[config.mk]
export PLATFORM = sky130hd
export DESIGN_NAME = mdio_master
export DESIGN_NICKNAME = d
export VERILOG_FILES = /design/src/rtl/mdio_pkg.sv /design/src/rtl/mdio_clk_div.sv /design/src/rtl/mdio_frame_seq.sv /design/src/rtl/mdio_rx_capture.sv /design/src/rtl/mdio_master.sv
export SDC_FILE = /design/constraint.sdc
export NUM_CORES = 1
export LEC_CHECK = 0
export ABC_AREA = 0
export BUFFER_PORTS_ARGS = -buffer_cell sky130_fd_sc_hd__buf_2
export CAP_MARGIN = 40
export CORE_MARGIN = 4
export CORE_UTILIZATION = 52
export DETAILED_ROUTE_END_ITERATION = 10
export PLACE_DENSITY = 0.75
export SLEW_MARGIN = 20
export SYNTH_ARGS = -nofsm -noshare
export SYNTH_HDL_FRONTEND = slang
export SYNTH_HIERARCHICAL = 1
export SYNTH_SLANG_ARGS = --single-unit
[constraint.sdc]
create_clock -name clk -period 2.25 [get_ports clk]
set_input_delay 0.3375 -clock clk [delete_from_list [all_inputs] [get_ports clk]]
set_output_delay 0.3375 -clock clk [all_outputs]
set_load 0.02 [all_outputs]
[src/rtl/mdio_pkg.sv]
// Shared constants and types for the management frame master.
// Assumes the clause 22 layout: 64 bit times per frame.
package mdio_pkg;
    localparam int FRAME_BITS = 64;
    localparam int IDX_W      = $clog2(FRAME_BITS);
    localparam int TA_FIRST   = 46;   // first turnaround bit time
    localparam int DATA_FIRST = 48;   // first data bit time
    localparam int DATA_W     = 16;
    localparam int ADDR_W     = 5;

    typedef enum logic [1:0] {
        OPC_WRITE = 2'b01,
        OPC_READ  = 2'b10
    } mdio_opc_e;
endpackage

[src/rtl/mdio_clk_div.sv]
// Bit-time strobe generator. While run is high it emits a one-clock tick
// every HALF_PERIOD clocks; the first tick comes HALF_PERIOD clocks after
// run rises. Assumes HALF_PERIOD >= 1.
module mdio_clk_div #(
    parameter int HALF_PERIOD = 10
) (
    input  logic clk,
    input  logic rst_n,
    input  logic run,
    output logic tick
);
    localparam int CW = (HALF_PERIOD > 1) ? $clog2(HALF_PERIOD) : 1;
    localparam logic [CW-1:0] LAST = CW'(HALF_PERIOD - 1);

    logic [CW-1:0] cnt_q;

    // Count clocks within one MDC level; hold at zero while idle.
    always_ff @(posedge clk) begin
        if (!rst_n || !run)
            cnt_q <= '0;
        else if (cnt_q == LAST)
            cnt_q <= '0;
        else
            cnt_q <= cnt_q + 1'b1;
    end

    assign tick = run && (cnt_q == LAST);

    generate
        if (HALF_PERIOD > 1) begin : g_gap
            assert_tick_gap_R7: assert property (@(posedge clk) disable iff (!rst_n)
                tick |=> !tick);
        end
    endgenerate
endmodule

[src/rtl/mdio_frame_seq.sv]
// Frame sequencer. On start it loads the full 64-bit frame into a shift
// register and moves through the bit times, toggling MDC on each tick.
// Output data and enable change only at the falling MDC edge (or at load,
// with MDC low). Assumes tick comes from mdio_clk_div running on busy.
module mdio_frame_seq
    import mdio_pkg::*;
(
    input  logic              clk,
    input  logic              rst_n,
    input  logic              start,
    input  logic              rd_nwr,
    input  logic [ADDR_W-1:0] phy_addr,
    input  logic [ADDR_W-1:0] reg_addr,
    input  logic [DATA_W-1:0] wr_data,
    input  logic              tick,
    output logic              busy,
    output logic              mdc,
    output logic              mdo,
    output logic              oe,
    output logic              is_read,
    output logic [IDX_W-1:0]  bit_idx,
    output logic              rise_evt,
    output logic              last_fall,
    output logic              done
);
    logic [FRAME_BITS-1:0] shreg_q;
    logic [FRAME_BITS-1:0] frame_w;
    logic [IDX_W-1:0]      next_idx;
    mdio_opc_e             opc_w;

    // Assemble the frame image that is loaded at start.
    always_comb begin
        opc_w   = rd_nwr ? OPC_READ : OPC_WRITE;
        frame_w = {32'hFFFF_FFFF, 2'b01, opc_w, phy_addr, reg_addr,
                   (rd_nwr ? 2'b00 : 2'b10),
                   (rd_nwr ? {DATA_W{1'b0}} : wr_data)};
    end

    assign next_idx  = bit_idx + 1'b1;
    assign rise_evt  = busy && tick && !mdc;
    assign last_fall = busy && tick && mdc && (bit_idx == IDX_W'(FRAME_BITS - 1));

    // Main sequence: load, MDC toggling, bit advance and completion.
    always_ff @(posedge clk) begin
        if (!rst_n) begin
            busy    <= 1'b0;
            mdc     <= 1'b0;
            mdo     <= 1'b0;
            oe      <= 1'b0;
            is_read <= 1'b0;
            bit_idx <= '0;
            shreg_q <= '0;
            done    <= 1'b0;
        end else begin
            done <= 1'b0;
            if (!busy) begin
                if (start) begin
                    busy    <= 1'b1;
                    mdc     <= 1'b0;
                    bit_idx <= '0;
                    shreg_q <= frame_w;
                    mdo     <= frame_w[FRAME_BITS-1];
                    oe      <= 1'b1;
                    is_read <= rd_nwr;
                end
            end else if (tick) begin
                if (!mdc) begin
                    mdc <= 1'b1;
                end else begin
                    mdc <= 1'b0;
                    if (last_fall) begin
                        busy <= 1'b0;
                        oe   <= 1'b0;
                        mdo  <= 1'b0;
                        done <= 1'b1;
                    end else begin
                        bit_idx <= next_idx;
                        shreg_q <= shreg_q << 1;
                        mdo     <= shreg_q[FRAME_BITS-2];
                        oe      <= !(is_read && (next_idx >= IDX_W'(TA_FIRST)));
                    end
                end
            end
        end
    end

    assert_pad_stable_R6: assert property (@(posedge clk) disable iff (!rst_n)
        mdc |-> ($stable(mdo) && $stable(oe)));
    assert_read_release_R5: assert property (@(posedge clk) disable iff (!rst_n)
        (busy && is_read && bit_idx >= IDX_W'(TA_FIRST)) |-> !oe);
    assert_idle_quiet_R9: assert property (@(posedge clk) disable iff (!rst_n)
        !busy |-> !oe);
    assert_idle_mdc_R7: assert property (@(posedge clk) disable iff (!rst_n)
        !busy |-> !mdc);
    assert_done_pulse_R9: assert property (@(posedge clk) disable iff (!rst_n)
        done |=> !done);
    assert_no_restart_R8: assert property (@(posedge clk) disable iff (!rst_n)
        (busy && !last_fall) |=> (busy && $stable(is_read)));
endmodule

[src/rtl/mdio_rx_capture.sv]
// Read-data capture. It shifts in one bit per rising MDC edge during the
// data window and commits the word at the final falling edge of a read.
// Assumes rise_evt, in_window and commit come from the frame sequencer.
module mdio_rx_capture
    import mdio_pkg::*;
(
    input  logic              clk,
    input  logic              rst_n,
    input  logic              rise_evt,
    input  logic              in_window,
    input  logic              commit,
    input  logic              mdi,
    output logic [DATA_W-1:0] rd_data
);
    logic [DATA_W-1:0] sh_q;

    // Collect data bits MSB first on each rising MDC inside the window.
    always_ff @(posedge clk) begin
        if (!rst_n)
            sh_q <= '0;
        else if (rise_evt && in_window)
            sh_q <= {sh_q[DATA_W-2:0], mdi};
    end

    // Publish the word at the end of a read frame only.
    always_ff @(posedge clk) begin
        if (!rst_n)
            rd_data <= '0;
        else if (commit)
            rd_data <= sh_q;
    end

    assert_hold_word_R5: assert property (@(posedge clk) disable iff (!rst_n)
        !$past(commit) |-> $stable(rd_data));
endmodule

[src/rtl/mdio_master.sv]
// Top of the management frame master: divider, sequencer and capture.
// Assumes the integrator builds the tri-state pad from mdio_o/mdio_oe and
// returns the pad level on mdio_i. HALF_PERIOD sets clocks per MDC level.
module mdio_master
    import mdio_pkg::*;
#(
    parameter int HALF_PERIOD = 10
) (
    input  logic        clk,
    input  logic        rst_n,
    input  logic        start,
    input  logic        rd_nwr,
    input  logic [4:0]  phy_addr,
    input  logic [4:0]  reg_addr,
    input  logic [15:0] wr_data,
    output logic [15:0] rd_data,
    output logic        busy,
    output logic        done,
    output logic        mdc,
    output logic        mdio_o,
    output logic        mdio_oe,
    input  logic        mdio_i
);
    logic             tick;
    logic             is_read;
    logic [IDX_W-1:0] bit_idx;
    logic             rise_evt;
    logic             last_fall;
    logic             in_window;

    mdio_clk_div #(.HALF_PERIOD(HALF_PERIOD)) u_div (
        .clk  (clk),
        .rst_n(rst_n),
        .run  (busy),
        .tick (tick)
    );

    mdio_frame_seq u_seq (
        .clk      (clk),
        .rst_n    (rst_n),
        .start    (start),
        .rd_nwr   (rd_nwr),
        .phy_addr (phy_addr),
        .reg_addr (reg_addr),
        .wr_data  (wr_data),
        .tick     (tick),
        .busy     (busy),
        .mdc      (mdc),
        .mdo      (mdio_o),
        .oe       (mdio_oe),
        .is_read  (is_read),
        .bit_idx  (bit_idx),
        .rise_evt (rise_evt),
        .last_fall(last_fall),
        .done     (done)
    );

    assign in_window = is_read && (bit_idx >= IDX_W'(DATA_FIRST));

    mdio_rx_capture u_cap (
        .clk      (clk),
        .rst_n    (rst_n),
        .rise_evt (rise_evt),
        .in_window(in_window),
        .commit   (last_fall && is_read),
        .mdi      (mdio_i),
        .rd_data  (rd_data)
    );

    assert_done_idle_R9: assert property (@(posedge clk) disable iff (!rst_n)
        done |-> (!busy && !mdio_oe && !mdc));
endmodule

# Yosys cells after proc, flatten, opt, wreduce, memory -nomap -nowiden
# Cells that the tools add are included.
[op_classes]
addsub = 2
magnitude_cmp = 2
eq_ne = 5
mux = 32
n_bitwise = 1
n_reduce_logical = 21
[ops]
columns = ["op", "count"]
rows = [
  ["$mux 63", 5],
  ["$mux 6", 5],
  ["$mux 1", 19],
  ["$mux 16", 1],
  ["$ge 6x6->1 const B", 2],
  ["$logic_and 1x1->1", 9],
  ["$reduce_and 4->1", 2],
  ["$add 6x1->6 const B", 1],
  ["$eq 6x6->1 const B", 1],
  ["$add 4x1->4 const B", 1],
  ["$eq 4x4->1 const B", 1],
  ["$logic_not 1->1", 4],
  ["$mux 2", 2],
  ["$ne 2x2->1 const B", 2],
  ["$reduce_and 2->1", 2],
  ["$reduce_and 3->1", 1],
  ["$ne 2x1->1 const B", 1],
  ["$reduce_bool 2->1", 1],
  ["$reduce_or 2->1", 1],
  ["$logic_or 1x1->1", 1],
  ["$not 1->1", 1],
]
[word_totals]
ff_bits = 111
in_bits = 31
output_inout_bits = 21
elab_cells = 74

# Depth between registers and ports, before layout
[depth]
word_depth = 9
depth_mapped = 11
ltp_nobuf = 9

# By module
# Netlist, hierarchy kept.
[modules_own_cells]
columns = ["module", "n_inst", "cells_per_inst", "area_per_inst_um2", "seq_area_each_um2"]
rows = [
  ["mdio_frame_seq", 1, 298, 3052.9, 1501.4],
  ["mdio_rx_capture", 1, 105, 1194.9, 640.6],
  ["mdio_clk_div", 1, 17, 177.7, 80.1],
  ["mdio_master", 1, 2, 12.5, 0.0],
]

# Worst setup path after synthesis
# Ideal clock, no wire load.
[synth_timing]
path_type = "flip-flop to flip-flop"
start = "register u_div.cnt_q[0]"
end = "register u_cap.rd_data[10]"
setup_time_ps = 116
arrival_ps = 1967
required_time_ps = 2134
slack_ps = 167
path_stages_with_launch = 11
path_buffers = 2
synth_period_minus_slack_ps = 2083
cell_sequence = "dfxtp_1 -> ha_1 -> nand2_1 -> nor3b_1 -> nand3_2 -> nor2_1 -> and2_1 -> buf_4 -> buf_6 -> mux2i_1 -> nor2b_1"
[synth_via]
elab_chain_len = 6
[synth_rtl]
columns = ["element", "line_no", "text"]
rows = [
  ["from (decl)", "mdio_clk_div.sv:15", "logic [CW-1:0] cnt_q;"],
  ["from (signal assigned)", "mdio_clk_div.sv:24", "cnt_q <= cnt_q + 1'b1;"],
  ["$eq 4x4->1", "mdio_clk_div.sv:27", "assign tick = run && (cnt_q == LAST);"],
  ["$logic_and 1x1->1", "mdio_clk_div.sv:27", ""],
  ["net tick", "mdio_master.sv:24", "logic tick;"],
  ["$logic_and 1x1->1 (3 in a row)", "mdio_frame_seq.sv:41", "assign last_fall = busy && tick && mdc && (bit_idx == IDX_W'(FRAME_BITS - 1));"],
  ["net last_fall", "mdio_master.sv:28", "logic last_fall;"],
  ["$logic_and 1x1->1", "mdio_master.sv:65", ".commit (last_fall && is_read),"],
  ["to (signal assigned)", "mdio_rx_capture.sv:30", "rd_data <= sh_q;"],
  ["to (decl)", "mdio_rx_capture.sv:13", "output logic [DATA_W-1:0] rd_data"],
]
# The timed path passes the listed nets, and every way through them passes these cells.
# A chain may end at the register's enable or synchronous reset.

# Worst setup path in the final report
[layout_timing]
start = "register u_div.cnt_q[0]"
end = "register u_seq.shreg_q[2]"
[layout_via]
elab_chain_len = 7
word_cells_on_any_way = 8
cone_classes = "eq/ne (3); reduce/logical (5)"
[layout_rtl]
columns = ["element", "line_no", "text"]
rows = [
  ["$eq 4x4->1 *", "mdio_clk_div.sv:27", ""],
  ["$logic_and 1x1->1 *", "mdio_clk_div.sv:27", ""],
  ["net tick", "mdio_master.sv:24", ""],
  ["$logic_and 1x1->1 (3 in a row)", "mdio_frame_seq.sv:41", ""],
  ["$ne 2x2->1 (no source line)", "--", ""],
  ["$reduce_and 4->1 (no source line) *", "--", ""],
  ["to (signal assigned)", "mdio_frame_seq.sv:61", "shreg_q <= frame_w;"],
  ["to (signal assigned)", "mdio_frame_seq.sv:78", "shreg_q <= shreg_q << 1;"],
  ["to (decl)", "mdio_frame_seq.sv:26", "logic [FRAME_BITS-1:0] shreg_q;"],
]
# The timed path passes the listed nets; every way through them passes the cells marked *.

==> results_dict.tcl <==
set metrics [dict create \
    status "complete, no violations" \
    n_antenna_cell 0 \
    synth-seq-area-share_pct 50.07 \
    synthFlopType "dfxtp_1" \
    start_util_pct 53.74 \
    die_h_um 100.4 \
    synth_area_mm2 0.004438 \
    gp_congestion 0.8208 \
    synth_edf_count 0 \
    core_area_mm2 0.008258 \
    reg2reg_from "u_div/cnt_q[0]$_SDFF_PP0_" \
    wl_per_cell_um 14.74 \
    cts_tree "yes" \
    dp_hpwl_um 5438 \
    drt_iter0_drc 165 \
    crit_required_ns 2.51 \
    setup_viol 0 \
    clkSinkCount 111 \
    grt_max_degree 91 \
    design_area_mm2 0.004977 \
    drive_above_1_share_pct 24.89 \
    fillerInstances 710 \
    hp-class "input pin to flop" \
    leakage_nw 1.908 \
    cts_hold_buf 0 \
    fin_skew_ns 0.01564 \
    antenna_left 0 \
    ff2ff_setup_slack_ns 0.18 \
    cts_root_buf "clkbuf_8" \
    htree_levels 3 \
    synth_area_leaders "dfxtp_1 50%, mux2i_1 9.5%, o221a_2 5.1%, o221a_1 3.0%, nand2_1 2.7%" \
    r2r_end "u_seq/shreg_q[2]$_SDFFE_PN0P_" \
    critPathLaunchType "flop" \
    syn_area_per_cell_um2 10.52 \
    vias_per_cell 5.654 \
    synth-seq-cells 111 \
    worst_pin_slew_ns 0.7786 \
    cp-startpoint "u_div/cnt_q[0]$_SDFF_PP0_" \
    post-route-min-period_ns 2.067 \
    yosys.area.top_type "dfxtp_1" \
    rsz0062_at_grt "no" \
    peakVddDrop_mv 0.3018 \
    clk_pin_slew_worst_paths_ns 0.10 \
    drc 0 \
    cap_violations 0 \
    slew_viol_final 0 \
    area_delta_synth_final_pct 12.15 \
    port_buffers 51 \
    synth_cells 422 \
    syn_nets 457 \
    p_per_area_mw_per_mm2 715.1 \
    antenna_found_initial 0 \
    fin_tns_setup_ns 0 \
    yosysWarnings 6 \
    period_share_pct 91.88 \
    multi_input_area_mm2 0.001986 \
    ios 52 \
    clockBufferDepth 2 \
    wirelength_um 8477 \
    reg2reg_depth 8 \
    max_slew_margin_pct 48.09 \
    regArea_mm2 0.002222 \
    critPathKind "flop to flop" \
    hp-start "wr_data[12]" \
    mostFrequentLayoutCell "dfxtp_1" \
    async_flop_share_pct 0 \
    hold_viol_final 0 \
    gr-total-overflow 0 \
    grt_pass1_vias 3046 \
    grtUsageTotal_pct 16.75 \
    layout_common_cells "111 x dfxtp_1, 51 x buf_2, 42 x mux2i_1" \
    crit_path_end_kind "flop" \
    grt_pass1_wl_um 13760 \
    critPathMaxFanout 10 \
    die_area_mm2 0.01008 \
    synth_top_area_share_pct 50.07 \
    placementRows 33 \
    max_freq_ghz 0.4837 \
    die_width_um 100.4 \
    worstSetupEndpoint "u_seq/shreg_q[2]$_SDFFE_PN0P_" \
    vias 3251 \
    arrival_ns 2.33 \
    synth.distinct_cells 47 \
    drtPass1Iterations 4 \
    layout.nets 500 \
    numCtsBuffers 9 \
    clk_latency_ns 0.37 \
    placed_area_mm2 0.004753 \
]
-- sequential cells by signal, indices dropped and copies added (netlist names), 4 cells and up --
name	cells
u_seq/shreg_q	63
u_cap/rd_data	16
u_cap/sh_q	16
u_seq/bit_idx	6
u_div/cnt_q	4
-- worst max-delay path, cell delays in order, from the launching register on --
cell     delay (ns)
dfxtp_1        0.41
ha_1           0.18
nand2_1        0.09
nor3b_2        0.23
nand3_2        0.18
a31oi_4        0.26
buf_4          0.17
nor3_4         0.07
a221o_1        0.38
-- cells in the mapped netlist (5+ instances only) --
cell,count
nand3_1,16
o221a_2,20
mux2i_1,42
and3_1,13
dfxtp_1,111
nor3_1,12
buf_2,16
o221a_1,12
nand4_1,13
a21oi_1,18
clkbuf_1,10
a221o_1,9
nand2_1,32
nor2b_1,18
nand2b_1,5
a211oi_1,10
nor2_1,10
-- final cells by class --
type	instances	share of cell area [%]
Sequential cell	111	44.65
Multi-Input combinational cell	269	39.89
Timing Repair Buffer	69	8.346
Tap cell	105	2.640
Clock buffer	9	2.489
Clock inverter	7	1.609
Inverter	5	0.3771
-- how the worst min path moves through the flow --
stage | to | slack [ns] | depth (start not counted)
floorplan | u_seq/shreg_q[31]$_SDFFE_PN0P_ | 0.43 | 2
detailed placement | u_seq/shreg_q[16]$_SDFFE_PN0P_ | 0.45 | 2
finish | u_seq/shreg_q[12]$_SDFFE_PN0P_ | 0.17 | 3
global route | u_seq/shreg_q[11]$_SDFFE_PN0P_ | 0.17 | 3
CTS | u_seq/shreg_q[12]$_SDFFE_PN0P_ | 0.16 | 3
global placement | u_cap/sh_q[15]$_SDFFE_PN0P_ | 0.45 | 2
-- where the power goes --
part	internal [mW]	switching, mW
combinational	0.123	0.132
clock	0.529	0.684
sequential	2.05	0.0460
-- through the flow --
step	hold WS (ns)	total power, mW	setup slack [ns]	cells	util (%)
finish	0.1685	3.559	0.1826	575	60.27
global route	0.1745	3.687	0.02831	575	60.27
CTS	0.1577	3.584	0.007322	573	60.03
detailed placement	0.4495	2.388	0.04603	557	57.56
global placement	0.4454	2.378	0.1545	556	57.47
floorplan	0.4319	2.305	0.1673	422	-
-- kinds of logic after synthesis --
group                      share of synthesized area [%]
adders and majority gates                          1.128
muxes                                              9.473
AOI/OAI and AO/OA                                  17.56
DFF                                                50.07
buffers and inverters                              5.385
xor gates and xnor gates                          0.3948
and+or+nand+nor                                    15.99
-- timing repair --
action	in CTS	in global routing
hold endpoints to repair	0	0
setup buffers	0	2
setup endpoints to repair	0	84
resized for setup	0	1
-- metal layers --
layer	share of wire (%)	vias to the layer above	track usage [%]
li1	-	1643	-
met1	50	1540	22.03
met2	44	61	26.45
met3	4.5	7	3.336
met4	1.1	0	7.876
met5	0	-	0
No activity file was read; power rests on OpenSTA's default activity.
